**config.mk**
```make
export PLATFORM = sky130hd
export DESIGN_NAME = memctl_regfile
export DESIGN_NICKNAME = d
export VERILOG_FILES = /design/src/rtl/memctl_pkg.sv /design/src/rtl/memctl_decode.sv /design/src/rtl/memctl_rom.sv /design/src/rtl/memctl_regfile.sv
export SDC_FILE = /design/constraint.sdc
export NUM_CORES = 1
export LEC_CHECK = 0
export CORE_UTILIZATION = 30
export CTS_CLUSTER_SIZE = 40
export DETAILED_ROUTE_END_ITERATION = 10
export PLACE_DENSITY_LB_ADDON = 0.12
export REMOVE_ABC_BUFFERS = 1
export SLEW_MARGIN = 25
export SYNTH_ARGS = -nofsm -noshare
export SYNTH_HDL_FRONTEND = slang
export SYNTH_SLANG_ARGS = --single-unit
```
**constraint.sdc**
```tcl
create_clock -name clk -period 3.6 [get_ports clk]
set_input_delay 1.08 -clock clk [delete_from_list [all_inputs] [get_ports clk]]
set_output_delay 1.08 -clock clk [all_outputs]
set_load 0.01 [all_outputs]
```
**src/rtl/memctl_pkg.sv**
```systemverilog
package memctl_pkg;

    typedef enum logic [1:0] {
        RSP_OK     = 2'd0,
        RSP_NXM    = 2'd1,
        RSP_ERRCNF = 2'd2
    } rsp_code_e;

    typedef enum logic [2:0] {
        SEL_A, SEL_B, SEL_C, SEL_D, SEL_ROM, SEL_NONE, SEL_BAD
    } sel_e;

    localparam logic [1:0]  LEN_LONG      = 2'd2;
    localparam int          ROM_BASE      = 32'h400;
    localparam int          FLT_LSB       = 24;

    localparam logic [31:0] A_RD_MASK     = 32'h0010_7FFF;
    localparam logic [31:0] A_WR_FIXED    = 32'h0000_0100;
    localparam logic [31:0] A_ILV_FIELD   = 32'h0000_0007;
    localparam int          A_ILV_EN      = 8;
    localparam logic [31:0] A_SIZE_BASIC  = 32'h0000_7E00;
    localparam logic [31:0] A_TYPE_BASIC  = 32'h0000_0010;
    localparam logic [31:0] A_TYPE_EXT    = 32'h0000_006A;

    localparam logic [31:0] B_RD_MASK     = 32'hFFFF_F7FF;
    localparam logic [31:0] B_FORCE_ONES  = 32'h0000_3000;
    localparam logic [31:0] B_WR_FIXED    = 32'h0000_43FF;
    localparam logic [31:0] B_START_FIELD = 32'h0FFF_8000;
    localparam int          B_START_EN    = 14;

    localparam logic [31:0] CD_RW_BIT     = 32'h4000_0000;
    localparam logic [31:0] CLR_BASIC     = 32'h3000_0000;
    localparam logic [31:0] CLR_EXT       = 32'h300C_0380;
    localparam logic [31:0] C_RD_BASIC    = 32'h7FFF_FFFF;
    localparam logic [31:0] CD_RD_EXT     = 32'h700C_0380;

    typedef struct packed {
        logic [31:0] a;
        logic [31:0] b;
        logic [31:0] c;
        logic [31:0] d;
        logic        rsp_valid;
        logic [1:0]  code;
        logic [31:0] rdata;
        logic        errcnf;
    } regs_t;

endpackage

```
**src/rtl/memctl_decode.sv**
```systemverilog
module memctl_decode
    import memctl_pkg::*;
#(
    parameter int ADDR_W      = 13,
    parameter bit EXT_VARIANT = 1'b0,
    parameter int ROM_AW      = 4
) (
    input  logic [ADDR_W-1:0] addr,
    input  logic [1:0]        len,
    output sel_e              sel,
    output logic [ROM_AW-1:0] rom_idx
);
    localparam int OFS_W = ADDR_W - 2;

    logic [OFS_W-1:0] ofs;
    logic [31:0]      ofs32;
    logic [31:0]      rom_rel;

    assign ofs     = addr[ADDR_W-1:2];
    assign ofs32   = 32'(ofs);
    assign rom_rel = ofs32 - 32'(ROM_BASE);
    assign rom_idx = rom_rel[ROM_AW-1:0];

    always_comb begin
        if (addr[1:0] != 2'b00 || len != LEN_LONG) begin
            sel = SEL_BAD;
        end else if (ofs32 >= 32'(ROM_BASE)) begin
            sel = SEL_ROM;
        end else begin
            case (ofs32)
                32'd0:   sel = SEL_A;
                32'd1:   sel = SEL_B;
                32'd2:   sel = SEL_C;
                32'd3:   sel = EXT_VARIANT ? SEL_D : SEL_NONE;
                default: sel = SEL_NONE;
            endcase
        end
    end
endmodule

```
**src/rtl/memctl_rom.sv**
```systemverilog
module memctl_rom #(
    parameter int ROM_WORDS = 16,
    parameter int ROM_AW    = 4
) (
    input  logic              clk,
    input  logic              rst_n,
    input  logic              ld_en,
    input  logic [ROM_AW+1:0] ld_addr,
    input  logic [7:0]        ld_byte,
    input  logic [ROM_AW-1:0] rd_idx,
    output logic [31:0]       rd_data
);
    logic [31:0] word_q [ROM_WORDS];

    for (genvar w = 0; w < ROM_WORDS; w++) begin : g_word
        logic hit;
        assign hit = ld_en && (ld_addr[ROM_AW+1:2] == ROM_AW'(w));
        for (genvar ln = 0; ln < 4; ln++) begin : g_lane
            always_ff @(posedge clk) begin
                if (!rst_n) begin
                    word_q[w][ln*8 +: 8] <= 8'h00;
                end else if (hit && ld_addr[1:0] == 2'(ln)) begin
                    word_q[w][ln*8 +: 8] <= ld_byte;
                end
            end
        end
    end

    assign rd_data = word_q[rd_idx];


    lane_isolate_chk: assert property (@(posedge clk) disable iff (!rst_n)
        ld_en |=> $countones(word_q[$past(ld_addr[ROM_AW+1:2])] ^
                             $past(word_q[ld_addr[ROM_AW+1:2]])) <= 8);
endmodule

```
**src/rtl/memctl_regfile.sv**
```systemverilog
module memctl_regfile
    import memctl_pkg::*;
#(
    parameter bit EXT_VARIANT = 1'b0,
    parameter int CTRL_INDEX  = 0,
    parameter int ARRAY_MB    = 4,
    parameter int ROM_WORDS   = 16,
    parameter int ADDR_W      = 13,
    localparam int ROM_AW     = $clog2(ROM_WORDS)
) (
    input  logic              clk,
    input  logic              rst_n,
    input  logic              req_valid,
    input  logic              req_write,
    input  logic [ADDR_W-1:0] req_addr,
    input  logic [1:0]        req_len,
    input  logic [31:0]       req_wdata,
    input  logic [3:0]        flt_status,
    input  logic [31:0]       err_set_c,
    input  logic [31:0]       err_set_d,
    input  logic              rom_ld_en,
    input  logic [ROM_AW+1:0] rom_ld_addr,
    input  logic [7:0]        rom_ld_byte,
    output logic              rsp_valid,
    output logic [1:0]        rsp_code,
    output logic [31:0]       rsp_rdata,
    output logic              err_confirm
);
    localparam logic [31:0] CLR_SET = EXT_VARIANT ? CLR_EXT : CLR_BASIC;
    localparam logic [31:0] C_RD    = EXT_VARIANT ? CD_RD_EXT : C_RD_BASIC;
    localparam logic [31:0] A_RST   = EXT_VARIANT
        ? ((32'(ARRAY_MB - 1) << 9) | A_TYPE_EXT)
        : (A_SIZE_BASIC | A_TYPE_BASIC);
    localparam logic [31:0] B_RST   = EXT_VARIANT
        ? (B_FORCE_ONES | (32'(CTRL_INDEX * ARRAY_MB) << 19))
        : (B_FORCE_ONES | (32'(CTRL_INDEX) << 21));
    localparam regs_t RST_STATE = '{a: A_RST, b: B_RST, c: 32'h0, d: 32'h0,
                                    rsp_valid: 1'b0, code: 2'd0,
                                    rdata: 32'h0, errcnf: 1'b0};

    sel_e              sel;
    logic [ROM_AW-1:0] rom_idx;
    logic [31:0]       rom_word;
    regs_t             s_d, s_q;

    memctl_decode #(.ADDR_W(ADDR_W), .EXT_VARIANT(EXT_VARIANT), .ROM_AW(ROM_AW)) u_decode (
        .addr    (req_addr),
        .len     (req_len),
        .sel     (sel),
        .rom_idx (rom_idx)
    );

    memctl_rom #(.ROM_WORDS(ROM_WORDS), .ROM_AW(ROM_AW)) u_rom (
        .clk     (clk),
        .rst_n   (rst_n),
        .ld_en   (rom_ld_en),
        .ld_addr (rom_ld_addr),
        .ld_byte (rom_ld_byte),
        .rd_idx  (rom_idx),
        .rd_data (rom_word)
    );

    always_comb begin
        logic [31:0] wmask;
        s_d           = s_q;
        s_d.rsp_valid = req_valid;
        s_d.code      = RSP_OK;
        s_d.rdata     = 32'h0;
        s_d.errcnf    = 1'b0;
        wmask         = 32'h0;
        if (req_valid) begin
            case (sel)
                SEL_BAD: begin
                    s_d.code   = RSP_ERRCNF;
                    s_d.errcnf = 1'b1;
                end
                SEL_NONE: s_d.code = RSP_NXM;
                SEL_ROM: begin
                    if (req_write) s_d.code  = RSP_NXM;
                    else           s_d.rdata = rom_word;
                end
                SEL_A: begin
                    if (req_write) begin
                        wmask = A_WR_FIXED | (req_wdata[A_ILV_EN] ? A_ILV_FIELD : 32'h0);
                        s_d.a = (s_q.a & ~wmask) | (req_wdata & wmask);
                    end else begin
                        s_d.rdata = (s_q.a & A_RD_MASK) | (32'(flt_status) << FLT_LSB);
                    end
                end
                SEL_B: begin
                    if (req_write) begin
                        wmask = B_WR_FIXED | (req_wdata[B_START_EN] ? B_START_FIELD : 32'h0);
                        s_d.b = (s_q.b & ~wmask) | (req_wdata & wmask);
                    end else begin
                        s_d.rdata = (s_q.b & B_RD_MASK) | B_FORCE_ONES;
                    end
                end
                SEL_C: begin
                    if (req_write)
                        s_d.c = ((s_q.c & ~CD_RW_BIT) | (req_wdata & CD_RW_BIT))
                                & ~(req_wdata & CLR_SET);
                    else
                        s_d.rdata = s_q.c & C_RD;
                end
                SEL_D: begin
                    if (req_write)
                        s_d.d = ((s_q.d & ~CD_RW_BIT) | (req_wdata & CD_RW_BIT))
                                & ~(req_wdata & CLR_SET);
                    else
                        s_d.rdata = s_q.d & CD_RD_EXT;
                end
                default: s_d.code = RSP_NXM;
            endcase
        end
        s_d.c = s_d.c | (err_set_c & CLR_SET);
        if (EXT_VARIANT) s_d.d = s_d.d | (err_set_d & CLR_SET);
    end

    always_ff @(posedge clk) begin
        if (!rst_n) s_q <= RST_STATE;
        else        s_q <= s_d;
    end

    assign rsp_valid   = s_q.rsp_valid;
    assign rsp_code    = s_q.code;
    assign rsp_rdata   = s_q.rdata;
    assign err_confirm = s_q.errcnf;


    rsp_follows_req_chk: assert property (@(posedge clk) disable iff (!rst_n)
        req_valid |=> rsp_valid);

    rsp_idle_chk: assert property (@(posedge clk) disable iff (!rst_n)
        !req_valid |=> !rsp_valid);

    bad_access_hold_chk: assert property (@(posedge clk) disable iff (!rst_n)
        (req_valid && sel == SEL_BAD) |=> ($stable(s_q.a) && $stable(s_q.b)));

    errcnf_code_chk: assert property (@(posedge clk) disable iff (!rst_n)
        err_confirm |-> (rsp_valid && rsp_code == RSP_ERRCNF));

    b_force_ones_chk: assert property (@(posedge clk) disable iff (!rst_n)
        (req_valid && !req_write && sel == SEL_B) |=> (rsp_rdata[13:12] == 2'b11));

    set_wins_chk: assert property (@(posedge clk) disable iff (!rst_n)
        (|(err_set_c & CLR_SET)) |=>
            ((s_q.c & $past(err_set_c & CLR_SET)) == $past(err_set_c & CLR_SET)));

    if (!EXT_VARIANT) begin : g_basic_chk

        no_reg_d_chk: assert property (@(posedge clk) disable iff (!rst_n)
            (req_valid && req_addr[1:0] == 2'b00 && req_len == LEN_LONG &&
             req_addr[ADDR_W-1:2] == 3) |=> (rsp_code == RSP_NXM));
    end
endmodule

```
After elaboration in Yosys (flattened, before gate mapping). Memory sizes are Yosys's and may differ from the RTL's. Index checks and enable logic that the tools add are counted.

Register bits after elaboration: 164. Memory bits (writable): 512. Bits of input ports: 134. Word-level logic and storage cells: 483. Memories kept: 1.

Memory list: u_rom.word_q (depth 16, bits a word 32, read ports 1, clocked after memory_dff 0, write ports 16, line memctl_rom.sv:13) `logic [31:0] word_q [ROM_WORDS];`.

Add/sub/neg operators: 1. $lt $le $gt $ge: 1. Equal/unequal tests: 26. Mux-type cells: 276. Bitwise logic cells: 79. Reductions and logical operators: 91.

Operator list (count): 8-bit 2-to-1 mux (64); 1-bit 2-to-1 mux (195); 32-bit 2-to-1 mux (6); 32-bit one-hot mux with 5 select lines (1); 32-bit AND (4); 1-bit logical AND (80); 64-bit 2-to-1 mux (1); 1-bit OR (64); 32-bit by 31-bit OR with 32-bit output (2); 32-bit OR (2); 31-bit 2-to-1 mux (2); 28-bit 2-to-1 mux (2); 32-bit by 28-bit AND with 32-bit output (1); 32-bit by 9-bit AND with 32-bit output (1); 4-bit == test, second input constant (8); 32-bit zero test (1); 28-bit inverter with 32-bit output (1); 30-bit inverter with 32-bit output (1); 9-bit inverter with 32-bit output (1); 32-bit by 30-bit OR with 32-bit output (1); 21-bit by 28-bit OR with 28-bit output (1); 4-bit by 3-bit == test with 1-bit output, second input constant (4); 11-bit by 1-bit == test with 1-bit output, second input constant (1); 11-bit by 2-bit == test with 1-bit output, second input constant (1); 21 further kinds (29).

Logic depth before layout (Yosys ltp).
Word-level depth: 8. Gate-level depth with buffers: 9. Depth with buffers taken out: 5.

Cells and area by module. Synthesis repeated with hierarchy kept, for this count alone.

Cell total of the unflattened synthesis: 1859. Area, all modules: 25107.8 µm².

Modules (own cells, without submodules): memctl_rom (instances 1, cells an instance 1524, area an instance 22028.6 µm²); memctl_regfile (instances 1, cells an instance 320, area an instance 2970.3 µm²); memctl_decode (instances 1, cells an instance 15, area an instance 108.9 µm²).

Worst setup path before layout. Ideal clock, no wire load.

Kind: input -> register. Start: input port req_addr[1]. End: register s_q[100] in the netlist's numbering. Arrival time: 2.794 ns. Path slack: 0.689 ns. Stages: 7. Path buffers: 2. Cells stage by stage: or4b_1 -> buf_2 -> or3_4 -> or4_4 -> buf_6 -> nand2_1 -> a21boi_1.

Cells in the longest elaborated chain, start to end: 5.

Ends and longest elaborated chain: start: declaration (line memctl_regfile.sv:15) `input logic [ADDR_W-1:0] req_addr,`; 2-bit nonzero test (line memctl_decode.sv:25) `if (addr[1:0] != 2'b00 || len != LEN_LONG) begin`; 1-bit logical OR (line memctl_decode.sv:25); 3-bit 2-to-1 mux (line memctl_decode.sv:25); 3-bit by 1-bit == test with 1-bit output (line memctl_regfile.sv:72) `case (sel)`; 3-bit AND reduction (no source line); end signal: assignment (line memctl_regfile.sv:120) `if (!rst_n) s_q <= RST_STATE;`; end signal: assignment (line memctl_regfile.sv:121) `else s_q <= s_d;`; end: declaration (line memctl_regfile.sv:44) `regs_t s_d, s_q;`.

Every way passes these cells. A chain may end at the register's enable or synchronous reset.

Worst setup path after layout.
Start: input port req_addr[1]. End: register s_q[117] in the netlist's numbering.

The elaborated chain is that of the path after synthesis.

==> metrics.md <==
| Metric | Value |
|---|---|
| Outcome | complete, no violations |
| CP delay by family, top | simple AND/OR/NAND/NOR gates |
| Hold Buf Count CTS | 0 |
| Most common cell type on the critical path | buf_4 |
| Post-route cell area | 31720 µm² |
| Post-synth EDFFs | 512 |
| Hpwl dp | 51680 µm |
| Core footprint | 86750 µm² |
| Crit Path Max Fanout | 14 |
| Most area-consuming cells after synthesis | edfxtp_1 58%, and2_1 12%, mux4_2 9.7% |
| TritonCTS clock tree | done |
| Die Height | 298.2 µm |
| Synth Area per Inst | 14.11 µm² |
| Synth Instances | 1865 |
| Remaining DRCs | 0 |
| GPL Wtd Cong | 0.7721 |
| Clock sink total | 579 |
| Warnings, synthesis | 0 |
| Worst EP arrival | 3400 ps |
| Crit path cell chain | clkdlybuf4s50_1 > or4b_1 > nor3_1 > buf_4 > nand4_2 > buf_4 > mux2i_1 > nor2b_1 |
| Post-Route Setup TNS | 0 ps |
| Initial DRC count | 1160 |
| Synth area leader | edfxtp_1 |
| Most common cell after layout, fill and taps aside | and2_1 |
| RSZ-0062 raised after global routing | no |
| Fmax | 344.3 MHz |
| Die span in x | 298.2 µm |
| Critical path startpoint category | input port |
| Synth Flop Type | edfxtp_1 |
| Starting density of the core | 30.33% |
| CP max-delay cell | or4b_1 |
| Total number of vias | 15700 |
| Clk Latency, worst-skew pair | 600 ps |
| Power share of the clock group | 44.0% |
| Cts bufs inserted | 70 |
| Total wire length | 77850 µm |
| Final setup vio count | 0 |
| Leakage | 0.01128 µW |
| CP peak stage delay | 660 ps |
| Largest net degree at the start of global routing | 65 |
| Tmin final | 2905 ps |
| Share of the clock period used by the worst path | 80.68% |
| Mapped cell area | 26310 µm² |
| Setup bufs post-CTS | 0 |
| Register area share after synthesis | 63.53% |
| Nets | 2187 |
| Initial DRT Pass Iterations | 5 |
| CP bufs+invs | 3 |
| Crit Path Category | in2reg |
| Final ANT Viol Nets | 0 |
| Peak VDD IR | 304.5 µV |
| CTS root buf | clkbuf_16 |
| PwrDens | 496.4 nW/µm² |
| Slew @ Worst Pin | 840.1 ps |
| Die area | 88890 µm² |
| Initial antenna violation count | 6 |
| First-pass GRT wire length | 113500 µm |
| Vias per cell | 4.803 |
| Max cap viols | 0 |
| Max-Slew Margin vs Limit | 43.99% |
| # rows | 108 |
| Share of cells above drive strength 1 | 20.15% |
| Clock Pin Slew Worst Setup and Hold Paths | 60 ps |
| Final Slew Violations | 0 |
| Seq cells post-synth | 579 |
| Worst Skew | 13.51 ps |
| Sw Pwr | 3551 µW |
| I/O Pins | 170 |
| Commonest cells after routing, fill and taps aside | 517 x and2_1, 512 x edfxtp_1, 175 x buf_4 |
| Placed Area | 29460 µm² |
| HP Class | reg2reg |
| Total Routing Usage GR | 17.63% |
| Switching share of power | 22.55% |
| CTS max path bufs | 3 |
| Setup crit end kind | register |
| Grt ovf | 0 |
| Syn-to-layout area delta | 20.57% |
| Share of the synthesized area in the top cell type | 58.43% |
| Crit path required time | 4090 ps |
| Comb power frac | 7.1% |
| H-tree Lvls | 3 |
| Netlist cell types | 53 |
| Average wire per standard cell | 23.82 µm |
| Number of global-route vias before repair | 16300 |
| PortBufs | 102 |
| Async SR Flop Fraction | 0% |
| Post_cts resized | 0 |
| Reg power frac | 48.9% |
| Internal Power | 12200 µW |
| Final Hold Vio Count | 0 |
[per-stage QoR]
| stage | util (%) | std cells | hold slack [ps] | power, µW | setup slack, ps |
|---|---|---|---|---|---|
| after floorplan | - | 1694 | 420.7 | 8273 | 619.4 |
| after global routing | 36.56 | 3265 | 471.6 | 16290 | 465.8 |
| after detailed placement | 33.96 | 3136 | 442.7 | 8978 | 38.74 |
| after CTS | 36.56 | 3264 | 458.4 | 15970 | 690.7 |
| after global placement | 33.96 | 3136 | 437.1 | 8956 | 99.47 |
| final | 36.57 | 3268 | 451.8 | 15750 | 695.4 |
[power groups by stage]
| stage | logic [µW] | registers (µW) | clock network, µW |
|---|---|---|---|
| after floorplan | 476 | 7800 | 0 |
| after global placement | 1130 | 7820 | 0 |
| after detailed placement | 1140 | 7840 | 0 |
| after CTS | 1140 | 7700 | 7130 |
| after global routing | 1200 | 7720 | 7370 |
| final | 1120 | 7700 | 6930 |
[layout make-up]
class | count | area, µm²
Fill cell | 8338 | 55030
Sequential cell | 579 | 16720
Multi-Input combinational cell | 1110 | 8770
Timing Repair Buffer | 287 | 2510
Clock buffer | 98 | 2012
Tap cell | 1155 | 1445
Clock inverter | 30 | 242.7
Inverter | 5 | 18.77
Antenna cell | 4 | 10.01
[cells by family after synthesis]
logic type,Yosys count,share of synthesized area (%)
and+or+nand+nor,717,16.00
DFF,579,63.53
AOI/OAI and AO/OA,222,5.397
buffers and inverters,176,3.167
muxes,171,11.90
[layer usage]
| layer | GRT usage [%] | wire length (µm) | vias up |
|---|---|---|---|
| met2 | 28.62 | 36660 | 395 |
| li1 | - | - | 7192 |
| met4 | 5.226 | 1675 | 8 |
| met1 | 24.10 | 35560 | 7995 |
| met5 | 0 | 50 | - |
| met3 | 2.975 | 3909 | 106 |
[final timing paths]
path | cells past startpoint | end | slack (ps) | start
worst max-delay path | 8 | s_q[117] | 700 | req_addr[1]
worst min register to register | 1 | rsp_rdata[21] | 450 | s_q[121]
worst max register to register | 4 | rsp_rdata[0] | 1730 | u_rom.word_q[13][0]
worst min-delay path | 1 | rsp_rdata[21] | 450 | s_q[121]
[state kept, by name, summed over array words and instances (netlist names)]
register and count:
u_rom.word_q 512, err_confirm 1, rsp_rdata 32, rsp_code 2
rsp_valid 1, s_q 31
[synth_stat cells (3+ instances only)]
library cell	count
and2_1	517
edfxtp_1	512
mux4_2	113
clkbuf_1	94
o21ai_0	90
nor2_1	79
dfxtp_1	67
mux2i_1	53
nand2_1	51
a22oi_1	42
buf_4	34
buf_2	24
nor2b_1	24
a21oi_1	22
buf_1	17
a21o_1	16
a22o_1	12
a21boi_1	10
nand3_1	8
a221oi_1	6
a31oi_1	6
and3_1	5
inv_1	5
mux2_2	5
nand2b_1	5
o2111ai_1	4
o211ai_1	4
or2_2	4
and3b_1	3
No activity file was read; power rests on OpenSTA's default activity.
